<file path="config.mk">
export PLATFORM = sky130hd
export DESIGN_NAME = edge_ber_monitor
export DESIGN_NICKNAME = d
export VERILOG_FILES = /design/src/rtl/ber_pkg.sv /design/src/rtl/ber_ctrl.sv /design/src/rtl/ber_datapath.sv /design/src/rtl/edge_ber_monitor.sv
export SDC_FILE = /design/constraint.sdc
export NUM_CORES = 1
export LEC_CHECK = 0
export ABC_CLOCK_PERIOD_IN_PS = 10300
export BUFFER_PORTS_ARGS = -buffer_cell sky130_fd_sc_hd__buf_4
export CELL_PAD_IN_SITES_DETAIL_PLACEMENT = 1
export CELL_PAD_IN_SITES_GLOBAL_PLACEMENT = 2
export CORE_ASPECT_RATIO = 1.1
export CORE_UTILIZATION = 30
export DETAILED_ROUTE_END_ITERATION = 10
export PLACE_DENSITY_LB_ADDON = 0.1
export SYNTH_ARGS = -nofsm -noshare
export SYNTH_HDL_FRONTEND = slang
export SYNTH_SLANG_ARGS = --single-unit
export TNS_END_PERCENT = 30
</file>
<file path="constraint.sdc">
create_clock -name clk -period 10.3 [get_ports clk]
set_input_delay 0 -clock clk [delete_from_list [all_inputs] [get_ports clk]]
set_output_delay 0 -clock clk [all_outputs]
set_load 0.005 [all_outputs]
</file>
<file path="src/rtl/ber_pkg.sv">
package ber_pkg;

  localparam int CODE_W    = 3;
  localparam int NUM_CODES = 5;
  localparam int EXP_HI    = 10;

  typedef struct packed {
    logic countEn;
    logic windowEnd;
    logic clear;
  } ber_strobe_t;

  function automatic longint unsigned win_len(input int code, input int limit, input int base);
    longint unsigned r;
    r = 64'(limit);
    for (int i = 0; i < EXP_HI - code; i++) begin
      r = r * 64'(base);
    end
    return r;
  endfunction

endpackage

</file>
<file path="src/rtl/ber_ctrl.sv">
module ber_ctrl
  import ber_pkg::*;
#(
  parameter int ERR_LIMIT = 10,
  parameter int RATE_BASE = 10,
  parameter int WIN_W     = 37
) (
  input  logic              clk,
  input  logic              rst,
  input  logic              enable,
  input  logic              bitStrobe,
  input  logic [CODE_W-1:0] thrCode,
  output ber_strobe_t       strb
);

  localparam int TAB_N = 2 ** CODE_W;

  logic [WIN_W-1:0]  lenTab [TAB_N];
  logic [WIN_W-1:0]  bitCount;
  logic [CODE_W-1:0] activeCode;
  logic [CODE_W-1:0] clampCode;
  logic [CODE_W-1:0] effCode;
  logic              lastBit;

  for (genvar i = 0; i < TAB_N; i++) begin : g_len
    localparam int CI = (i < NUM_CODES) ? i : NUM_CODES - 1;
    assign lenTab[i] = WIN_W'(win_len(CI, ERR_LIMIT, RATE_BASE));
  end

  always_comb begin
    clampCode = (thrCode > CODE_W'(NUM_CODES - 1)) ? CODE_W'(NUM_CODES - 1) : thrCode;
    effCode   = (bitCount == '0) ? clampCode : activeCode;
    lastBit   = (bitCount == lenTab[effCode] - WIN_W'(1));
    strb.clear     = ~enable;
    strb.countEn   = enable & bitStrobe;
    strb.windowEnd = enable & bitStrobe & lastBit;
  end

  always_ff @(posedge clk) begin
    if (rst || !enable) begin
      bitCount   <= '0;
      activeCode <= '0;
    end else if (bitStrobe) begin
      if (bitCount == '0) activeCode <= clampCode;
      if (lastBit) bitCount <= '0;
      else         bitCount <= bitCount + WIN_W'(1);
    end
  end


  bit_in_window_chk: assert property (@(posedge clk) disable iff (rst)
    (bitCount != '0) |-> (bitCount < lenTab[activeCode]));


  no_strobe_hold_chk: assert property (@(posedge clk) disable iff (rst)
    (enable && !bitStrobe) |=> $stable(bitCount));


  code_range_chk: assert property (@(posedge clk) disable iff (rst)
    activeCode < CODE_W'(NUM_CODES));

endmodule

</file>
<file path="src/rtl/ber_datapath.sv">
module ber_datapath
  import ber_pkg::*;
#(
  parameter int ERR_LIMIT = 10
) (
  input  logic        clk,
  input  logic        rst,
  input  ber_strobe_t strb,
  input  logic        edgeSeen,
  input  logic        inWindow,
  output logic        alarmN
);

  localparam int CNT_W = $clog2(ERR_LIMIT + 2);
  localparam logic [CNT_W-1:0] SAT_VAL = CNT_W'(ERR_LIMIT + 1);

  logic [CNT_W-1:0] errCount;
  logic [CNT_W-1:0] nextCount;
  logic             errHit;

  always_comb begin
    errHit    = strb.countEn & edgeSeen & ~inWindow;
    nextCount = (errHit && errCount != SAT_VAL) ? errCount + CNT_W'(1) : errCount;
  end

  always_ff @(posedge clk) begin
    if (rst || strb.clear) begin
      errCount <= '0;
      alarmN   <= 1'b1;
    end else if (strb.windowEnd) begin
      alarmN   <= ~(nextCount > CNT_W'(ERR_LIMIT));
      errCount <= '0;
    end else begin
      errCount <= nextCount;
    end
  end


  sat_limit_chk: assert property (@(posedge clk) disable iff (rst)
    errCount <= SAT_VAL);


  alarm_hold_chk: assert property (@(posedge clk) disable iff (rst)
    (!strb.windowEnd && !strb.clear) |=> $stable(alarmN));


  disable_high_chk: assert property (@(posedge clk) disable iff (rst)
    strb.clear |=> alarmN);


  in_window_free_chk: assert property (@(posedge clk) disable iff (rst)
    (strb.countEn && !(edgeSeen && !inWindow) && !strb.windowEnd && !strb.clear)
      |=> $stable(errCount));

endmodule

</file>
<file path="src/rtl/edge_ber_monitor.sv">
module edge_ber_monitor
  import ber_pkg::*;
#(
  parameter int ERR_LIMIT = 10,
  parameter int RATE_BASE = 10
) (
  input  logic              clk,
  input  logic              rst,
  input  logic              enable,
  input  logic              bitStrobe,
  input  logic              edgeSeen,
  input  logic              inWindow,
  input  logic [CODE_W-1:0] thrCode,
  output logic              alarmN
);

  localparam int WIN_W = $clog2(win_len(0, ERR_LIMIT, RATE_BASE) + 64'd1);

  ber_strobe_t strb;

  ber_ctrl #(
    .ERR_LIMIT(ERR_LIMIT),
    .RATE_BASE(RATE_BASE),
    .WIN_W    (WIN_W)
  ) u_ctrl (
    .clk      (clk),
    .rst      (rst),
    .enable   (enable),
    .bitStrobe(bitStrobe),
    .thrCode  (thrCode),
    .strb     (strb)
  );

  ber_datapath #(
    .ERR_LIMIT(ERR_LIMIT)
  ) u_dp (
    .clk     (clk),
    .rst     (rst),
    .strb    (strb),
    .edgeSeen(edgeSeen),
    .inWindow(inWindow),
    .alarmN  (alarmN)
  );


  reset_clear_chk: assert property (@(posedge clk) rst |=> alarmN);

endmodule

</file>
==> metrics, run 1 <==
fraction of layout instances using a drive strength above 1 0.191; library cell occupying the most area in the post-synthesis netlist sky130_fd_sc_hd__dfxtp_1; Worst R2R Start u_ctrl.bitCount[0]; Syn. warnings 0; main area contributors after synthesis sky130_fd_sc_hd__dfxtp_1, sky130_fd_sc_hd__a211oi_2, sky130_fd_sc_hd__xor2_1; FF+latch count, synth 45; final worst-path setup slack 5.07 ns; number of nets in the synthesized netlist 394; CTS root buf sky130_fd_sc_hd__clkbuf_16; unrepaired setup endpoints after global routing false; die width 101 um; initial drt markers 84; remaining max-slew budget at the tightest pin 0.364; max-cap violations 0; core area 0.0104 mm2; hold buffers post-CTS 0; Post-Syn Area 0.00324 mm2; Placer Congestion 0.762; cell breakdown of the critical path inv_1 > ha_1 > nor4b_2 > nand4_2 > or3_4 > a21oi_1 > inv_1 > ha_1 > or2_2 > and3_1 > a2111oi_0 > nand3_1 > nor4_4 > buf_4 > a211oi_2; buffers added on ports 9; Clock Skews 0.00425 ns; area growth from synthesis to final layout 7.29%; number of global-route vias before repair 2737; maximum vdd drop 53.5 uV; Synth top area share 0.278; average detailed-routed wire length per instance 19.1 um; endpoints failing setup 0; number of endpoints with negative hold slack in the final report 0; count of unique library cells instantiated by Yosys 55; Slew Viols, Final 0; Period Utilization, post-route 0.508; maximum number of pins on one net before global-route repair 52; Reg clk slew, reported paths 0.07 ns; number of nets still failing antenna checks after routing 0; CTS buffer count 5; remaining global-route overflow 0; data arrival time at the worst-slack endpoint 5.37 ns; Hold Slack 0.0205 ns; placement-stage worst setup slack 5.01 ns; CP peak stage delay 0.80 ns; Critical path origin u_ctrl.bitCount[0]; average cell area after synthesis 8.56 um2; ys async rst share 0; uppermost layer routed met4; overall global routing resource usage 0.184; DRT met1 WL 4.89 mm; total met2 wirelength after detailed routing 4.57 mm; Post-CTS Setup Repair Bufs 0; DRT Wirelength 9.72 mm; Hold Path Class in2reg; vias 2688; main flop type after synthesis sky130_fd_sc_hd__dfxtp_1; number of search-and-repair iterations in the first detailed-routing pass 4; most frequent cells after synthesis sky130_fd_sc_hd__dfxtp_1, sky130_fd_sc_hd__nor2_1, sky130_fd_sc_hd__a211oi_2; overall power consumption 384 uW; number of cell rows 39; EDFF count, synth 0; Worst Max-Slew Pin Slew 0.930 ns; kind of end point of the critical path flop; routed length on met3 163 um; top-level I/O count 10; initial antenna violation count 0; number of nets in the final layout 381; HPWL after DPL 6.98 mm; Power per Cell Area 110 mW/mm2; sort of element at the start of the critical path flop; buffers from clock root to sink, at most 2; total number of clock tree sinks 45; later-pin clock latency in the skew report 0.29 ns; most repeated cell in the gate-level netlist after synthesis sky130_fd_sc_hd__dfxtp_1; clock tree from TritonCTS yes; via/cell ratio 5.28; diode insertion count for antenna repair 0; Leakage Power 0.00106 uW; Highest Clock Rate 191 MHz; library cell contributing the largest single delay on the critical path sky130_fd_sc_hd__a2111oi_0; Initial Util 0.311; critical hold path startpoint rst; required time worst endpoint 10.44 ns; deepest level of the CTS H-tree 2; final routed DRC violation total 0; final-layout fill cell count 1264; post-CTS resize count 0; min cycle time layout 5.23 ns; setup tns final 0 ns; largest fanout of any net on the critical path 36; Crit Path Class reg2reg; overall die area 0.0112 mm2; run status finished, final reports clean; wire length of the first global-routing pass 15.9 mm; count of mapped cells out of synthesis 379; Die H 111 um; sequential area share after synthesis 0.278
==> stage by stage <==
| stage | utilization | instances | area (um2) |
|---|---|---|---|
| global placement | 0.319 | 502 | 3330 |
| detailed placement | 0.319 | 502 | 3330 |
| global route | 0.333 | 509 | 3480 |
| finish | 0.333 | 509 | 3480 |
| CTS | 0.333 | 509 | 3480 |
| floorplan | - | 379 | 3240 |
==> registers in the layout, summed over array words and instances, names as in the netlist <==
register	cells
u_ctrl.bitCount	37
u_dp.errCount	4
u_dp.alarmN	1
u_ctrl.activeCode	3
==> where the power goes <==
part | switching, uW | total (uW) | internal [uW]
Clock | 70.9 | 166 | 95.4
Combinational | 25.9 | 40.9 | 15.0
Sequential | 2.20 | 177 | 175
Total | 99.0 | 384 | 285
==> layer usage <==
layer | global-route usage | up-vias
met2 | 0.293 | 25
li1 | - | 1351
met5 | 0 | -
met1 | 0.261 | 1306
met4 | 0.0444 | 0
met3 | 0.0240 | 6
==> kinds of logic (layout without fill, tap and decap cells) <==
| kind of cell | after synthesis | after routing | synth area share |
|---|---|---|---|
| buffers and inverters | 44 | 31 | 0.0686 |
| xor gates and xnor gates | 39 | 39 | 0.105 |
| AOI/OAI and AO/OA | 80 | 80 | 0.220 |
| adders and majority gates | 6 | 6 | 0.0231 |
| DFF | 45 | 45 | 0.278 |
| muxes | 13 | 13 | 0.0428 |
| and+or+nand+nor | 152 | 152 | 0.263 |
==> path summary, 6_finish.rpt <==
path,slack (ns),cells after the start,to
max,5.07,15,u_ctrl.bitCount[26]
max reg2reg,5.07,15,u_ctrl.bitCount[26]
min reg2reg,0.53,2,u_dp.alarmN
min,0.02,4,u_dp.errCount[3]
==> worst max-delay path: cells and delay by family (launching register included) <==
family          cells  cell delay (ns)
compound gates      3             1.32
fa+ha+maj           2             0.47
buf+inv             3             0.74
flops               1             0.35
simple gates        7             2.16
==> cell type report <==
class,count,area [um2],area share
inverter,13,48.8,0.0140
multi-input combinational,290,2120,0.610
tap,143,179,0.0514
sequential,45,901,0.259
timing repair buffer,11,82.6,0.0237
clock inverter,1,7.51,0.00216
clock buffer,6,139,0.0399
==> cells in the final DEF, fill, tap and decap left out, types with 5 or more instances in the layout <==
master / count
sky130_fd_sc_hd__inv_1: 13
sky130_fd_sc_hd__mux2i_1: 9
sky130_fd_sc_hd__nand4_1: 18
sky130_fd_sc_hd__ha_1: 6
sky130_fd_sc_hd__nand2_1: 23
sky130_fd_sc_hd__clkbuf_16: 5
sky130_fd_sc_hd__xor2_1: 21
sky130_fd_sc_hd__a211oi_2: 26
sky130_fd_sc_hd__a21oi_1: 17
sky130_fd_sc_hd__buf_4: 11
sky130_fd_sc_hd__nor2b_1: 5
sky130_fd_sc_hd__nor3_1: 9
sky130_fd_sc_hd__xnor2_1: 18
sky130_fd_sc_hd__and3_1: 6
sky130_fd_sc_hd__a211oi_1: 11
sky130_fd_sc_hd__nor4_1: 7
sky130_fd_sc_hd__nor2_1: 35
sky130_fd_sc_hd__dfxtp_1: 45
sky130_fd_sc_hd__nand3_1: 23
Note: power is estimated with default switching activity, not from simulation.
==> inputs of run 2 (changes only) <==
ABC_CLOCK_PERIOD_IN_PS = 5100   (was 10300)
clock period = 5.1 ns   (was 10.3 ns; I/O delays follow)
==> metrics, run 2 (synthesized netlist as in run 1, its figures left out) <==
Power per Cell Area 234 mW/mm2; Initial Util 0.311; Crit Path Class reg2reg; HPWL after DPL 7.21 mm; core area 0.0104 mm2; top-level I/O count 10; commonest cells after routing, fill and taps aside sky130_fd_sc_hd__dfxtp_1, sky130_fd_sc_hd__nor2_1, sky130_fd_sc_hd__a211oi_2, sky130_fd_sc_hd__nand3_1, sky130_fd_sc_hd__nand2_1; min cycle time layout 4.66 ns; relative contribution of sequential cells to total power 0.431; Hold Path Class in2reg; number of cell rows 39; required time worst endpoint 5.24 ns; final routed DRC violation total 0; clock tree from TritonCTS yes; Slew Viols, Final 0; run status finished, final reports clean; Worst Max-Slew Pin Slew 0.761 ns; number of cells in the design after placement 505; largest fanout of any net on the critical path 36; wire length of the first global-routing pass 16.6 mm; endpoints failing setup 0; maximum number of pins on one net before global-route repair 52; Highest Clock Rate 214 MHz; final cell count without fillers 513; CTS buffer count 5; buffers added on ports 9; buffers from clock root to sink, at most 2; data arrival time at the worst-slack endpoint 4.81 ns; number of flip-flops under the largest register name 37; deepest level of the CTS H-tree 2; number of global-route vias before repair 2890; Clock Skews 0.00490 ns; power dissipated by switching net loads 212 uW; Period Utilization, post-route 0.915; die width 101 um; area growth from synthesis to final layout 9.22%; Die H 111 um; number of search-and-repair iterations in the first detailed-routing pass 4; Post-Place Cell Area 0.00337 mm2; final-layout fill cell count 1268; final core area utilization 0.339; hold buffers post-CTS 0; number of nets in the final layout 384; unrepaired setup endpoints after global routing false; number of endpoints with negative hold slack in the final report 0; DRT Wirelength 10.0 mm; average detailed-routed wire length per instance 19.5 um; Placer Congestion 0.771; Reg clk slew, reported paths 0.07 ns; initial drt markers 94; later-pin clock latency in the skew report 0.29 ns; overall global routing resource usage 0.193; number of nets still failing antenna checks after routing 0; kind of end point of the critical path flop; max-cap violations 0; register ranked first by flip-flop count u_ctrl.bitCount; via/cell ratio 5.42; remaining max-slew budget at the tightest pin 0.488; vias 2781; CTS root buf sky130_fd_sc_hd__clkbuf_16; design internal power 617 uW; fraction of layout instances using a drive strength above 1 0.200; total number of clock tree sinks 45; cell breakdown of the critical path inv_1 > ha_1 > nor4b_2 > nand4_2 > or3_4 > a21oi_1 > inv_1 > ha_1 > or2_2 > and3_1 > a2111oi_2 > nand3_1 > nor4_4 > buf_12 > a211oi_2; library cell contributing the largest single delay on the critical path sky130_fd_sc_hd__or3_4; combinational fraction of design power 0.102; maximum vdd drop 105 uV; overall die area 0.0112 mm2; remaining global-route overflow 0; initial antenna violation count 0; Leakage Power 0.00109 uW; CP peak stage delay 0.53 ns; sw frac 0.256; biggest regs u_ctrl.bitCount (37), u_dp.errCount (4), u_ctrl.activeCode (3); share of power burned in the clock network 0.467; sort of element at the start of the critical path flop; most common cell after layout, fill and taps aside sky130_fd_sc_hd__dfxtp_1; Final Cell Area 0.00354 mm2; diode insertion count for antenna repair 0
run 2: cell types whose count changed in the layout (fill, tap and decap cells not counted), sizes merged:
cell      before  now
clkinv         0    1
buf           11   14
bufinv         0    1
clkinvlp       1    0
run 2: final timing paths:
path	cells past startpoint	endpoint	slack (ns)	from
min	4	u_dp.errCount[3]	0.02	rst
max reg2reg	15	u_ctrl.bitCount[22]	0.44	u_ctrl.bitCount[0]
max	15	u_ctrl.bitCount[22]	0.44	u_ctrl.bitCount[0]
min reg2reg	2	u_dp.alarmN	0.54	u_dp.alarmN
run 2: power by group through the flow:
stage | clock [uW] | sequential, uW | combinational (uW)
6_report | 387 | 357 | 84.5
5_1_grt | 412 | 358 | 93.4
4_1_cts | 398 | 357 | 85.2
3_5_place_dp | 0 | 365 | 84.4
3_3_place_gp | 0 | 366 | 84.7
2_1_floorplan | 0 | 362 | 62.8
run 2: stage by stage:
| stage | TNS, ns | hold WS, ns | setup WS [ns] | total power [uW] |
|---|---|---|---|---|
| after floorplan | 0 | 0.189 | 1.04 | 424 |
| after global placement | 0 | 0.334 | 0.0315 | 450 |
| after detailed placement | -1.22 | 0.334 | -0.0603 | 450 |
| after CTS | 0 | 0.0253 | 0.136 | 840 |
| after global routing | 0 | 0.0412 | 0.187 | 863 |
| final | 0 | 0.0176 | 0.435 | 828 |
run 2: critical path, delay by kind of cell, from the launching register on:
family / cells / cell delay (ns)
buf+inv: 3 / 0.53
compound gates: 3 / 1.00
flops: 1 / 0.36
simple gates: 7 / 2.12
fa+ha+maj: 2 / 0.47
run 2: final cells by class:
cell class,instances,area [um2],area share
Timing Repair Buffer,14,118,0.0332
Clock buffer,6,129,0.0364
Tap cell,143,179,0.0505
Inverter,13,48.8,0.0138
Multi-Input combinational cell,290,2130,0.601
Clock inverter,2,38.8,0.0109
Sequential cell,45,901,0.254
run 2: layer usage:
metal / up-vias / wire (um) / track usage
met5: - / 0 / 0
met3: 9 / 232 / 0.0208
met4: 0 / 86 / 0.0406
li1: 1362 / - / -
met2: 28 / 4800 / 0.310
met1: 1382 / 4890 / 0.275
run 2: what timing repair did:
item                       4_1_cts  5_1_grt
pin swaps                        0        0
resized for setup                1        1
setup buffers                    0        0
setup endpoints to repair       36       24
==> inputs of run 3 (changes only) <==
==> constraint.sdc (replaced) <==
create_clock -name clk -period 5.1 [get_ports clk]
set_input_delay 1.02 -clock clk [delete_from_list [all_inputs] [get_ports clk]]
set_output_delay 1.02 -clock clk [all_outputs]
set_load 0.005 [all_outputs]
==> metrics, run 3 (synthesized netlist as in run 1, its figures left out) <==
sw frac 0.270; Power per Cell Area 220 mW/mm2; min cycle time layout 4.54 ns; overall global routing resource usage 0.190; final core area utilization 0.337; combinational fraction of design power 0.110; power dissipated by switching net loads 209 uW; remaining max-slew budget at the tightest pin 0.530; number of nets still failing antenna checks after routing 0; via/cell ratio 5.40; number of cell rows 39; clock tree from TritonCTS yes; Hold Path Class reg2reg; endpoints failing setup 0; vias 2771; overall die area 0.0112 mm2; number of search-and-repair iterations in the first detailed-routing pass 4; area growth from synthesis to final layout 8.52%; area of all sequential standard cells 901 um2; average detailed-routed wire length per instance 19.3 um; HPWL after DPL 7.19 mm; Final Cell Area 0.00352 mm2; core area 0.0104 mm2; diode insertion count for antenna repair 0; placement-stage worst setup slack 0.0583 ns; number of nets in the final layout 385; area taken by multi-input logic gates 0.00213 mm2; setup tns final 0 ns; Leakage Power 0.00109 uW; Die H 111 um; final-layout fill cell count 1279; fraction of layout instances using a drive strength above 1 0.200; remaining global-route overflow 0; required time worst endpoint 5.26 ns; deepest level of the CTS H-tree 2; Reg clk slew, reported paths 0.07 ns; Post-CTS Setup Repair Bufs 0; die width 101 um; buffers from clock root to sink, at most 2; Slew Viols, Final 0; kind of end point of the critical path flop; initial drt markers 109; overall power consumption 774 uW; unrepaired setup endpoints after global routing false; Clock Skews 0.00997 ns; CTS root buf sky130_fd_sc_hd__clkbuf_16; most common cell after layout, fill and taps aside sky130_fd_sc_hd__dfxtp_1; CTS buffer count 5; largest fanout of any net on the critical path 36; sort of element at the start of the critical path flop; commonest cells after routing, fill and taps aside sky130_fd_sc_hd__dfxtp_1, sky130_fd_sc_hd__nor2_1, sky130_fd_sc_hd__a211oi_2, sky130_fd_sc_hd__nand3_1, sky130_fd_sc_hd__nand2_1; top-level I/O count 10; share of power burned in the clock network 0.429; run status finished, final reports clean; later-pin clock latency in the skew report 0.30 ns; number of endpoints with negative hold slack in the final report 0; final worst-path setup slack 0.561 ns; biggest regs u_ctrl.bitCount (37), u_dp.errCount (4), u_ctrl.activeCode (3); number of flip-flops under the largest register name 37; Highest Clock Rate 220 MHz; wire length of the first global-routing pass 16.2 mm; Placer Congestion 0.780; initial antenna violation count 0; maximum number of pins on one net before global-route repair 39; Initial Util 0.311; design internal power 565 uW; Period Utilization, post-route 0.890; total number of clock tree sinks 45; Crit Path Class reg2reg; maximum vdd drop 125 uV; Worst Max-Slew Pin Slew 0.698 ns; final routed DRC violation total 0; max-cap violations 0; DRT Wirelength 9.90 mm; register ranked first by flip-flop count u_ctrl.bitCount; buffers added on ports 9; data arrival time at the worst-slack endpoint 4.70 ns; relative contribution of sequential cells to total power 0.462; number of global-route vias before repair 2870; Post-Place Cell Area 0.00338 mm2
[run 3: worst max-delay path, stage by stage, from the launching register on]
cell and delay [ns]:
sky130_fd_sc_hd__dfxtp_1 0.36, sky130_fd_sc_hd__inv_1 0.11, sky130_fd_sc_hd__ha_1 0.16, sky130_fd_sc_hd__nor4b_2 0.30, sky130_fd_sc_hd__nand4_2 0.26, sky130_fd_sc_hd__or3_4 0.53, sky130_fd_sc_hd__a21oi_1 0.40, sky130_fd_sc_hd__inv_1 0.12
sky130_fd_sc_hd__ha_1 0.31, sky130_fd_sc_hd__or2_2 0.35, sky130_fd_sc_hd__and3_1 0.21, sky130_fd_sc_hd__a2111oi_2 0.45, sky130_fd_sc_hd__nand3_1 0.20, sky130_fd_sc_hd__nor4_4 0.21, sky130_fd_sc_hd__buf_12 0.28, sky130_fd_sc_hd__a211oi_2 0.11
[run 3: final cells by class]
class,instances,area share
clock inverters,1,0.00249
repair buffers,15,0.0355
well taps,143,0.0508
clock buffers,6,0.0366
inverters,13,0.0139
multi-input cells,290,0.605
flip-flops and latches,45,0.256
[run 3: routing by layer]
metal,vias up,track usage,routed length [um]
met5,-,0,0
met4,0,0.0502,133
met3,10,0.0271,238
met2,35,0.307,4790
met1,1359,0.262,4750
li1,1367,-,-
[run 3: through the flow]
stage,cells,hold slack (ns)
floorplan,379,0.503
global placement,506,0.515
detailed placement,506,0.515
CTS,513,0.530
global route,513,0.547
finish,513,0.528
[run 3: path summary, 6_finish.rpt]
kind	startpoint	endpoint	slack (ns)	cells after the start
worst min-delay path	u_dp.alarmN	u_dp.alarmN	0.53	2
worst min register to register	u_dp.alarmN	u_dp.alarmN	0.53	2
worst max-delay path	u_ctrl.bitCount[0]	u_ctrl.bitCount[25]	0.56	15
worst max register to register	u_ctrl.bitCount[0]	u_ctrl.bitCount[25]	0.56	15
[run 3: power by group through the flow]
| stage | logic (uW) | registers (uW) | clock network (uW) |
|---|---|---|---|
| floorplan | 62.8 | 362 | 0 |
| global placement | 85.6 | 366 | 0 |
| detailed placement | 84.9 | 365 | 0 |
| CTS | 85.3 | 357 | 342 |
| global route | 93.5 | 357 | 355 |
| finish | 85.0 | 357 | 332 |
[run 3: what timing repair did]
| item | 4_1_cts | 5_1_grt |
|---|---|---|
| hold buffers | 0 | 0 |
| endpoints found under the hold margin | 0 | 0 |
| gates resized for setup | 0 | 2 |
| endpoints found under the setup margin | 0 | 37 |
